$ cat config.mk
export PLATFORM = sky130hd
export DESIGN_NAME = trc_encoder
export DESIGN_NICKNAME = d
export VERILOG_FILES = /design/src/rtl/trc_pkg.sv /design/src/rtl/trc_capture.sv /design/src/rtl/trc_fifo.sv /design/src/rtl/trc_serial.sv /design/src/rtl/trc_encoder.sv
export SDC_FILE = /design/constraint.sdc
export NUM_CORES = 1
export LEC_CHECK = 0
export BUFFER_PORTS_ARGS = -buffer_cell sky130_fd_sc_hd__buf_2
export CORE_MARGIN = 5
export CORE_UTILIZATION = 32
export CTS_CLUSTER_DIAMETER = 50
export DETAILED_ROUTE_END_ITERATION = 7
export GPL_ROUTABILITY_DRIVEN = 0
export PLACE_DENSITY = 0.52
export SLEW_MARGIN = 20
export SYNTH_ARGS = -nofsm -noshare
export SYNTH_HDL_FRONTEND = slang
export SYNTH_SLANG_ARGS = --single-unit
export TNS_END_PERCENT = 100
$ cat constraint.sdc
create_clock -name clk -period 3.89 [get_ports clk]
set_input_delay 0.5835 -clock clk [delete_from_list [all_inputs] [get_ports clk]]
set_output_delay 0.5835 -clock clk [all_outputs]
set_load 0.01 [all_outputs]
$ cat src/rtl/trc_pkg.sv
package trc_pkg;
  localparam int DW    = 32;
  localparam int CFG_W = 16;
  localparam int MV_W  = 5;
  localparam int PST_W = 4;
  localparam int NIB   = DW / 4;
  localparam int NIB_W = $clog2(NIB);

  localparam logic [PST_W-1:0] PST_IDLE = 4'h0;
  localparam logic [PST_W-1:0] PST_INSN = 4'h1;
  localparam logic [PST_W-1:0] PST_BR   = 4'h5;
  localparam logic [PST_W-1:0] PST_EXC  = 4'hC;
  localparam logic [PST_W-1:0] MK_2B    = 4'h9;
  localparam logic [PST_W-1:0] MK_3B    = 4'hA;
  localparam logic [PST_W-1:0] MK_4B    = 4'hB;

  typedef enum logic [1:0] {
    OPK_PLAIN = 2'd0, OPK_MAC = 2'd1, OPK_RTS = 2'd2, OPK_MOVEM = 2'd3
  } opk_t;

  typedef enum logic [2:0] {
    EA_ABS_W = 3'd0, EA_ABS_L = 3'd1, EA_IND = 3'd2, EA_D16 = 3'd3,
    EA_IDX8 = 3'd4, EA_PC_D16 = 3'd5, EA_PC_IDX = 3'd6, EA_OTHER = 3'd7
  } ea_t;

  typedef struct packed {
    logic [PST_W-1:0] mark;
    logic [DW-1:0]    val;
  } item_t;

  // modes whose target is computed at run time
  function automatic logic ea_shows(ea_t m);
    return (m == EA_IND) || (m == EA_D16) || (m == EA_IDX8) || (m == EA_PC_IDX);
  endfunction

  function automatic logic [PST_W-1:0] target_mark(logic [DW-1:0] a, logic [DW-1:0] prev);
    if (a[DW-1 -: 8] != prev[DW-1 -: 8]) return MK_4B;
    if (a[DW-9 -: 8] != prev[DW-9 -: 8]) return MK_3B;
    return MK_2B;
  endfunction

  function automatic logic [NIB_W:0] mark_nibbles(logic [PST_W-1:0] mk);
    case (mk)
      MK_2B:   return (NIB_W+1)'(4);
      MK_3B:   return (NIB_W+1)'(6);
      default: return (NIB_W+1)'(NIB);
    endcase
  endfunction

  function automatic logic is_burst(logic [3:0] addr_lo, logic [MV_W-1:0] left);
    return (addr_lo == 4'h0) && (left >= MV_W'(4));
  endfunction

  function automatic logic opnd_shows(opk_t k, logic [CFG_W-1:0] cfg, logic burst);
    case (k)
      OPK_MAC:   return 1'b1;
      OPK_RTS:   return cfg[12] | cfg[9] | cfg[8];
      OPK_MOVEM: return cfg[8] & ~burst;
      default:   return cfg[8];
    endcase
  endfunction
endpackage

$ cat src/rtl/trc_capture.sv
module trc_capture
  import trc_pkg::*;
(
  input  logic             clk,
  input  logic             rst_n,
  input  logic [CFG_W-1:0] cfg_i,
  input  logic             exc_start_i,
  input  logic             exc_reset_i,
  input  logic             frame_wr_i,
  input  logic             vec_rd_i,
  input  logic [DW-1:0]    xfer_data_i,
  input  logic             br_taken_i,
  input  logic [2:0]       br_mode_i,
  input  logic [DW-1:0]    br_target_i,
  input  logic             opnd_i,
  input  logic [1:0]       opnd_kind_i,
  input  logic [3:0]       opnd_addr_lo_i,
  input  logic [MV_W-1:0]  movem_left_i,
  output logic             exc_busy_o,
  output logic             burst_o,
  output logic             push_o,
  output item_t            item_o
);
  logic          exc_q, exc_rst_q;
  logic [DW-1:0] last_q;
  logic          frame_cap, vec_cap, br_cap, op_cap;

  assign burst_o   = opnd_i && (opk_t'(opnd_kind_i) == OPK_MOVEM)
                     && is_burst(opnd_addr_lo_i, movem_left_i);
  assign frame_cap = frame_wr_i && exc_q && !exc_rst_q;
  assign vec_cap   = vec_rd_i && exc_q && !exc_rst_q;
  assign br_cap    = br_taken_i && (ea_shows(ea_t'(br_mode_i)) || exc_q);
  assign op_cap    = opnd_i && opnd_shows(opk_t'(opnd_kind_i), cfg_i, burst_o);
  assign exc_busy_o = exc_q || exc_start_i;

  always_comb begin
    push_o = 1'b0;
    item_o = '0;
    if (frame_cap) begin
      push_o = 1'b1;
      item_o = '{mark: MK_4B, val: xfer_data_i};
    end else if (vec_cap) begin
      push_o = 1'b1;
      item_o = '{mark: MK_4B, val: xfer_data_i};
    end else if (br_cap) begin
      push_o = 1'b1;
      item_o = '{mark: target_mark(br_target_i, last_q), val: br_target_i};
    end else if (op_cap) begin
      push_o = 1'b1;
      item_o = '{mark: MK_4B, val: xfer_data_i};
    end
  end

  always_ff @(posedge clk) begin
    if (!rst_n) begin
      exc_q     <= 1'b0;
      exc_rst_q <= 1'b0;
      last_q    <= '0;
    end else begin
      if (br_taken_i) begin
        exc_q     <= 1'b0;
        exc_rst_q <= 1'b0;
      end else if (exc_start_i) begin
        exc_q     <= 1'b1;
        exc_rst_q <= exc_reset_i;
      end
      if (br_cap) last_q <= br_target_i;
    end
  end
endmodule

$ cat src/rtl/trc_fifo.sv
module trc_fifo #(
  parameter int DEPTH = 4,
  parameter int W     = 36
) (
  input  logic         clk,
  input  logic         rst_n,
  input  logic         push_i,
  input  logic         pop_i,
  input  logic [W-1:0] wdata_i,
  output logic [W-1:0] rdata_o,
  output logic         empty_o,
  output logic         full_o,
  output logic         drop_o
);
  localparam int AW = (DEPTH > 1) ? $clog2(DEPTH) : 1;

  logic [W-1:0]  mem [DEPTH];
  logic [AW-1:0] wp_q, rp_q;
  logic [AW:0]   cnt_q;
  logic          do_pop, do_push;

  function automatic logic [AW-1:0] nxt(logic [AW-1:0] p);
    return (p == AW'(DEPTH - 1)) ? '0 : p + 1'b1;
  endfunction

  assign empty_o = (cnt_q == '0);
  assign full_o  = (cnt_q == (AW+1)'(DEPTH));
  assign do_pop  = pop_i && !empty_o;
  assign do_push = push_i && (!full_o || do_pop);
  assign drop_o  = push_i && !do_push;
  assign rdata_o = mem[rp_q];

  always_ff @(posedge clk) begin
    if (do_push) mem[wp_q] <= wdata_i;
  end

  always_ff @(posedge clk) begin
    if (!rst_n) begin
      wp_q  <= '0;
      rp_q  <= '0;
      cnt_q <= '0;
    end else begin
      if (do_push) wp_q <= nxt(wp_q);
      if (do_pop)  rp_q <= nxt(rp_q);
      cnt_q <= cnt_q + (AW+1)'(do_push) - (AW+1)'(do_pop);
    end
  end
endmodule

$ cat src/rtl/trc_serial.sv
module trc_serial
  import trc_pkg::*;
(
  input  logic             clk,
  input  logic             rst_n,
  input  logic             br_taken_i,
  input  logic             insn_done_i,
  input  logic             exc_busy_i,
  input  logic             empty_i,
  input  item_t            head_i,
  output logic             pop_o,
  output logic             busy_o,
  output logic [PST_W-1:0] pst_o,
  output logic [3:0]       ddata_o
);
  logic [NIB_W-1:0] cnt_q;
  logic [DW-5:0]    sh_q;

  assign busy_o = (cnt_q != '0);
  assign pop_o  = !busy_o && !empty_i && !br_taken_i && !insn_done_i;

  always_ff @(posedge clk) begin
    if (!rst_n) begin
      pst_o   <= PST_IDLE;
      ddata_o <= '0;
      cnt_q   <= '0;
      sh_q    <= '0;
    end else begin
      if (br_taken_i)      pst_o <= PST_BR;
      else if (pop_o)      pst_o <= head_i.mark;
      else if (exc_busy_i) pst_o <= PST_EXC;
      else if (insn_done_i) pst_o <= PST_INSN;
      else                 pst_o <= PST_IDLE;

      if (pop_o) begin
        ddata_o <= head_i.val[3:0];
        sh_q    <= head_i.val[DW-1:4];
        cnt_q   <= NIB_W'(mark_nibbles(head_i.mark) - 1'b1);
      end else if (busy_o) begin
        ddata_o <= sh_q[3:0];
        sh_q    <= sh_q >> 4;
        cnt_q   <= cnt_q - 1'b1;
      end else begin
        ddata_o <= '0;
      end
    end
  end
endmodule

$ cat src/rtl/trc_encoder.sv
module trc_encoder
  import trc_pkg::*;
#(
  parameter int FIFO_DEPTH = 4
) (
  input  logic        clk,
  input  logic        rst_n,
  input  logic [15:0] cfg_i,
  input  logic        insn_done_i,
  input  logic        exc_start_i,
  input  logic        exc_reset_i,
  input  logic        frame_wr_i,
  input  logic        vec_rd_i,
  input  logic [31:0] xfer_data_i,
  input  logic        br_taken_i,
  input  logic [2:0]  br_mode_i,
  input  logic [31:0] br_target_i,
  input  logic        opnd_i,
  input  logic [1:0]  opnd_kind_i,
  input  logic [3:0]  opnd_addr_lo_i,
  input  logic [4:0]  movem_left_i,
  output logic [3:0]  pst_o,
  output logic [3:0]  ddata_o,
  output logic        ovf_o
);
  localparam int IW = $bits(item_t);

  logic          exc_busy, burst, push, pop, empty, full, drop, ser_busy;
  item_t         push_item, head;
  logic [IW-1:0] fifo_rd;
  logic          ovf_q;
  logic          unused_cfg;

  assign unused_cfg = ^{cfg_i[15:13], cfg_i[11:10], cfg_i[7:0]};

  trc_capture u_cap (
    .clk(clk), .rst_n(rst_n), .cfg_i(cfg_i),
    .exc_start_i(exc_start_i), .exc_reset_i(exc_reset_i),
    .frame_wr_i(frame_wr_i), .vec_rd_i(vec_rd_i), .xfer_data_i(xfer_data_i),
    .br_taken_i(br_taken_i), .br_mode_i(br_mode_i), .br_target_i(br_target_i),
    .opnd_i(opnd_i), .opnd_kind_i(opnd_kind_i), .opnd_addr_lo_i(opnd_addr_lo_i),
    .movem_left_i(movem_left_i),
    .exc_busy_o(exc_busy), .burst_o(burst), .push_o(push), .item_o(push_item)
  );

  trc_fifo #(.DEPTH(FIFO_DEPTH), .W(IW)) u_fifo (
    .clk(clk), .rst_n(rst_n), .push_i(push), .pop_i(pop), .wdata_i(push_item),
    .rdata_o(fifo_rd), .empty_o(empty), .full_o(full), .drop_o(drop)
  );

  assign head = fifo_rd;

  trc_serial u_ser (
    .clk(clk), .rst_n(rst_n), .br_taken_i(br_taken_i), .insn_done_i(insn_done_i),
    .exc_busy_i(exc_busy), .empty_i(empty), .head_i(head),
    .pop_o(pop), .busy_o(ser_busy), .pst_o(pst_o), .ddata_o(ddata_o)
  );

  always_ff @(posedge clk) begin
    if (!rst_n)    ovf_q <= 1'b0;
    else if (drop) ovf_q <= 1'b1;
  end
  assign ovf_o = ovf_q;
endmodule

Word level (Yosys, flattened, before mapping). Memory sizes are Yosys's and may differ from the RTL's. A register that Yosys moved wholly into a read port is not among the register bits. Cells that the tools add are included.

Register bits after elaboration: 81. Input port bits: 103. Memories: 1. Memory bits (writable): 144. Logic and storage cells: 113.

Memories: u_fifo.mem (depth 4, bits a word 36, read ports 1, clocked after Yosys merged registers in 1, wr ports 1, RTL line trc_fifo.sv:17) `logic [W-1:0] mem [DEPTH];`.

Bitwise operators: 5. $lt $le $gt $ge: 1. Reduce and logical (&&, ||, !) cells: 33. Add/subtract/negate cells: 6. Mux-type cells: 41. Equality and inequality tests: 14.

Operator list (number): $mux 36 (4); $mux 28 (2); $mux 4 (8); $mux 1 (16); $ne 8x8->1 (2); $logic_and 1x1->1 (15); $mux 3 (5); $eq 3x3->1 const B (3); $eq 2x2->1 const B (4); $eq 4x4->1 const B (2); $mux 2 (4); $logic_not 1->1 (7); $eq 3x2->1 const B (2); $logic_or 1x1->1 (6); $pmux 3 s2 (1); $sub 3x1->3 const B (2); $ge 5x3->1 const B (1); $add 2x1->2 const B (2); $logic_not 4->1 (1); $add 3x1->3 (1); $logic_not 3->1 (1); $pmux 1 s3 (1); $reduce_bool 3->1 (1); $sub 3x1->3 (1); 6 further kinds (8).

Longest topological paths before layout.
Depth after elaboration: 18. Mapped depth: 10. Depth with buffers taken out: 10.

Modules after synthesis. From an unflattened synthesis, not the netlist that was laid out.

Cells, all modules: 611. Area total of the unflattened synthesis: 8692.1 um2.

Modules (own cells, without submodules): trc_fifo (area each 5671.7 um2, times used 1, sequential area each 4504.3 um2, cells an instance 239); trc_serial (area each 1624.1 um2, times used 1, sequential area each 780.7 um2, cells an instance 209); trc_capture (area each 1368.8 um2, times used 1, sequential area each 360.3 um2, cells an instance 161); trc_encoder (area each 27.5 um2, times used 1, sequential area each 20.0 um2, cells an instance 2).

Worst setup path before layout. OpenSTA, ideal clock, no wires.

Path kind: input-to-reg. From: input br_mode_i[1]. To: register u_fifo.cnt_q[2]. Setup slack: 1147 ps. Setup time: 115 ps. Data arrival time: 2628 ps. Stages on the path: 10. Required time: 3775 ps. Buffers on the path: 1. Path through: nor2b_1 > o31a_1 > buf_6 > a311oi_4 > nor2_4 > ha_1 > fa_1 > xor2_1 > xnor2_1 > and2_1.

Word-level cells in the longest chain between the ends: 12. Elaborated cells between the ends (all ways): 15.

Ends and longest elaborated chain: start: declaration (RTL line trc_encoder.sv:16) `input logic [2:0] br_mode_i,`; $eq 3x2->1 (RTL line trc_pkg.sv:33) `return (m == EA_IND) || (m == EA_D16) || (m == EA_IDX8) || (m == EA_PC_IDX);`; $logic_or 1x1->1 (2 in series) (RTL line trc_pkg.sv:33); $logic_or 1x1->1 (*) (RTL line trc_pkg.sv:33); $logic_or 1x1->1 (*) (RTL line trc_capture.sv:32) `assign br_cap = br_taken_i && (ea_shows(ea_t'(br_mode_i)) || exc_q);`; $logic_and 1x1->1 (*) (RTL line trc_capture.sv:32); $mux 1 (*) (RTL line trc_capture.sv:45) `end else if (br_cap) begin`; $mux 1 (*) (RTL line trc_capture.sv:42) `end else if (vec_cap) begin`; $mux 1 (*) (RTL line trc_capture.sv:39) `if (frame_cap) begin`; $logic_and 1x1->1 (*) (RTL line trc_fifo.sv:29) `assign do_push = push_i && (!full_o || do_pop);`; via u_fifo.do_push (RTL line trc_fifo.sv:20) `logic do_pop, do_push;`; $add 3x1->3 (*) (RTL line trc_fifo.sv:45) `cnt_q <= cnt_q + (AW+1)'(do_push) - (AW+1)'(do_pop);`; $sub 3x1->3 (*) (RTL line trc_fifo.sv:45); end signal: assignment (RTL line trc_fifo.sv:45); end: declaration (RTL line trc_fifo.sv:19) `logic [AW:0] cnt_q;`.

Mark *: on every way through the listed nets, which the timed path passes. The rest lies on a longest branch. A chain may end at the register's enable or synchronous reset.

Final worst setup path.
From: register u_ser.cnt_q[0]. To: memory u_fifo.mem[1][12], enable pin.

Word-level cells in the longest chain between the ends: 10.

Ends and longest elaborated chain: start: declaration (RTL line trc_serial.sv:16) `logic [NIB_W-1:0] cnt_q;`; start signal: assignment (RTL line trc_serial.sv:38) `cnt_q <= NIB_W'(mark_nibbles(head_i.mark) - 1'b1);`; start signal: assignment (RTL line trc_serial.sv:42) `cnt_q <= cnt_q - 1'b1;`; $reduce_bool 3->1 (RTL line trc_serial.sv:19) `assign busy_o = (cnt_q != '0);`; $logic_not 1->1 (RTL line trc_serial.sv:20) `assign pop_o = !busy_o && !empty_i && !br_taken_i && !insn_done_i;`; $logic_and 1x1->1 (3 in series) (RTL line trc_serial.sv:20); $logic_and 1x1->1 (RTL line trc_fifo.sv:28) `assign do_pop = pop_i && !empty_o;`; $logic_or 1x1->1 (RTL line trc_fifo.sv:29); $logic_and 1x1->1 (RTL line trc_fifo.sv:29); via u_fifo.do_push (RTL line trc_fifo.sv:20); $mux 1 (RTL line trc_fifo.sv:34) `if (do_push) mem[wp_q] <= wdata_i;`; $mux 1 (not written as such) (RTL line trc_fifo.sv:34); end: declaration (RTL line trc_fifo.sv:17).

The timed path passes the listed nets, and every way through them passes these cells.

==> impl_metrics.env <==
export IMPL_final_util=0.3923
export IMPL_htreeDepth=1
export IMPL_cts_tree="done"
export IMPL_fin_skew_ps=12.42
export IMPL_ant_nets=0
export IMPL_drc=0
export IMPL_synth_seq_cells=207
export IMPL_maxSlewHeadroom=0.3795
export IMPL_clk_latency_ps=510
export IMPL_syn_area_mm2=0.008523
export IMPL_irDropWorstVdd_uv=244.7
export IMPL_setup_slack_ps=1121
export IMPL_dr_pass1_iters=4
export IMPL_track_usage=0.1266
export IMPL_async_flop_share=0
export IMPL_drt_iter0_drc=259
export IMPL_hold_buffers=0
export IMPL_root_buffer="clkbuf_16"
export IMPL_numClockSinks=207
export IMPL_fp_row_count=59
export IMPL_slew_viol_final=0
export IMPL_status="finished, final reports clean"
export IMPL_setup_tns_ps=0
export IMPL_fin_nets=754
export IMPL_cp_max_fo=25
export IMPL_syn_num_nets=650
export IMPL_vias=4910
export IMPL_cts_path_max_buffers=3
export IMPL_synth_seq_area_share=0.6506
export IMPL_yosysUniqueCellTypes=45
export IMPL_dieHeight_um=173.2
export IMPL_maxCapViolations=0
export IMPL_drt_total_wl_um=19130
export IMPL_synth_edf_count=140
export IMPL_antenna_found_initial=1
export IMPL_syn_area_per_cell_um2=15.84
export IMPL_worstMarginPinSlew_ps=929.4
export IMPL_grt_pass1_wl_um=30240
export IMPL_period_needed_ps=2769
export IMPL_grt_pass1_vias=5297
export IMPL_placed_cell_area_mm2=0.009382
export IMPL_whs_ps=315.4
export IMPL_rsz0062_at_grt="false"
export IMPL_final_cell_mix="140 x edfxtp_1, 95 x buf_2, 66 x dfxtp_1"
export IMPL_final_area_mm2=0.01025
export IMPL_drive_above_1_share=0.2885
export IMPL_cts_setup_buffers=0
export IMPL_cts_made_buffers=26
export IMPL_setup_violations=0
export IMPL_avgRoutedWirePerCell_um=19.18
export IMPL_cts_resized_gates=0
export IMPL_hold_viol=0
export IMPL_p_leak_nw=3.910
export IMPL_grt_overflow=0
export IMPL_synth_ff_type="edfxtp_1"
export IMPL_critPathCaptureType="flip-flop"
export IMPL_num_antenna_cells=0
export IMPL_grt_max_degree=61
export IMPL_fmax_mhz=361.1
export IMPL_path_clk_slew_ps=60
export IMPL_via_per_inst=4.925
export IMPL_crit_arrival_ps=2930
export IMPL_io_pins=112
export IMPL_fin_crit_sh=0.7119
export IMPL_coreArea_mm2=0.02613
export IMPL_initial_core_util=0.3262
export IMPL_syn_to_final_growth_pct=20.29
export IMPL_dp_hpwl_um=12510
export IMPL_mostFrequentLayoutCell="edfxtp_1"
export IMPL_synthCells=538
export IMPL_start_kind="flip-flop"
export IMPL_hold_class="in -> reg"
export IMPL_required_ps=4050
export IMPL_dieWidth_um=173.2
export IMPL_critPathKind="reg -> reg"
export IMPL_yosysWarnings=0
export IMPL_port_buffers=96
export IMPL_power_density_mw_per_mm2=658.8
export IMPL_post_place_ws_ps=772.7
export IMPL_die_area_mm2=0.03000
metrics by stage:
step | std cells | total power, mW
floorplan | 538 | 4.021
global placement | 949 | 4.411
detailed placement | 949 | 4.471
CTS | 997 | 6.867
global route | 997 | 7.118
finish | 997 | 6.754
cells by family (layout without fill, tap and decap cells):
group,after synthesis,in the layout,synth area share
xor gates and xnor gates,20,20,0.02055
DFF,207,207,0.6506
and+or+nand+nor,99,99,0.06180
adders and majority gates,9,9,0.01409
buffers and inverters,43,167,0.02393
muxes,82,82,0.1477
AOI/OAI and AO/OA,78,78,0.08133
synth_stat cells (all sizes together), types with 3 or more instances:
master | instances | area [um^2]
nand2 | 33 | 123.9
o211a | 24 | 240.2
a22o | 32 | 280.3
nand4 | 3 | 18.77
edfxtp | 140 | 4204
and2 | 8 | 52.55
dfxtp | 67 | 1341
nor2 | 15 | 63.81
mux2i | 47 | 470.5
clkbuf | 15 | 56.30
nor4 | 4 | 25.02
ha | 8 | 100.1
or3 | 3 | 23.77
xor2 | 11 | 96.34
xnor2 | 9 | 78.83
nor2b | 26 | 162.7
inv | 12 | 45.05
buf | 16 | 102.6
mux4 | 35 | 788.3
a21oi | 5 | 25.02
a22oi | 4 | 30.03
registers in the layout, summed over array words and instances, names as in the netlist, named ones only:
| name | count |
|---|---|
| ovf_o | 1 |
| u_cap.exc_q | 1 |
| u_cap.exc_rst_q | 1 |
| u_cap.last_q | 16 |
| u_fifo.cnt_q | 3 |
| u_fifo.mem | 140 |
| u_fifo.rp_q | 2 |
| u_fifo.wp_q | 2 |
| u_ser.cnt_q | 3 |
| u_ser.ddata_o | 4 |
| u_ser.pst_o | 4 |
| u_ser.sh_q | 28 |
critical path, cell delays in order (launching register included):
cell and delay, ps:
dfxtp_1 350, nor3_4 220, nand3_1 240, and4_1 330
nor2_4 200, and2_1 570, buf_4 490
power breakdown:
part	internal (mW)	switching [mW]
logic	0.624	0.794
registers	2.81	0.166
clock network	1.47	0.890
total	4.90	1.85
per-layer routing:
layer / part of all wire / track usage / vias to the layer above
met2: 0.46 / 0.2025 / 151
li1: - / - / 2292
met5: 0.0010 / 0 / -
met3: 0.065 / 0.03210 / 25
met4: 0.017 / 0.03425 / 2
met1: 0.46 / 0.1726 / 2440
final timing paths:
kind | slack [ps] | cells after the start | endpoint | start
setup / recovery | 1120 | 6 | u_fifo.mem[1][12]$_DFFE_PP_ | u_ser.cnt_q[0]$_SDFFE_PN0P_
hold / removal | 320 | 3 | u_cap.exc_rst_q$_SDFFE_PP0P_ | exc_reset_i
setup reg to reg | 1120 | 6 | u_fifo.mem[1][12]$_DFFE_PP_ | u_ser.cnt_q[0]$_SDFFE_PN0P_
hold reg to reg | 490 | 1 | u_ser.cnt_q[0]$_SDFFE_PN0P_ | u_ser.cnt_q[0]$_SDFFE_PN0P_
final cells by class:
| class | count | area, um^2 |
|---|---|---|
| Fill cell | 2446 | 15880 |
| Multi-Input combinational cell | 288 | 2783 |
| Timing Repair Buffer | 107 | 590.6 |
| Inverter | 12 | 45.04 |
| Sequential cell | 207 | 5547 |
| Clock buffer | 32 | 694.4 |
| Tap cell | 335 | 419.2 |
| Clock inverter | 16 | 173.9 |
No activity file was read; power rests on OpenSTA's default activity.
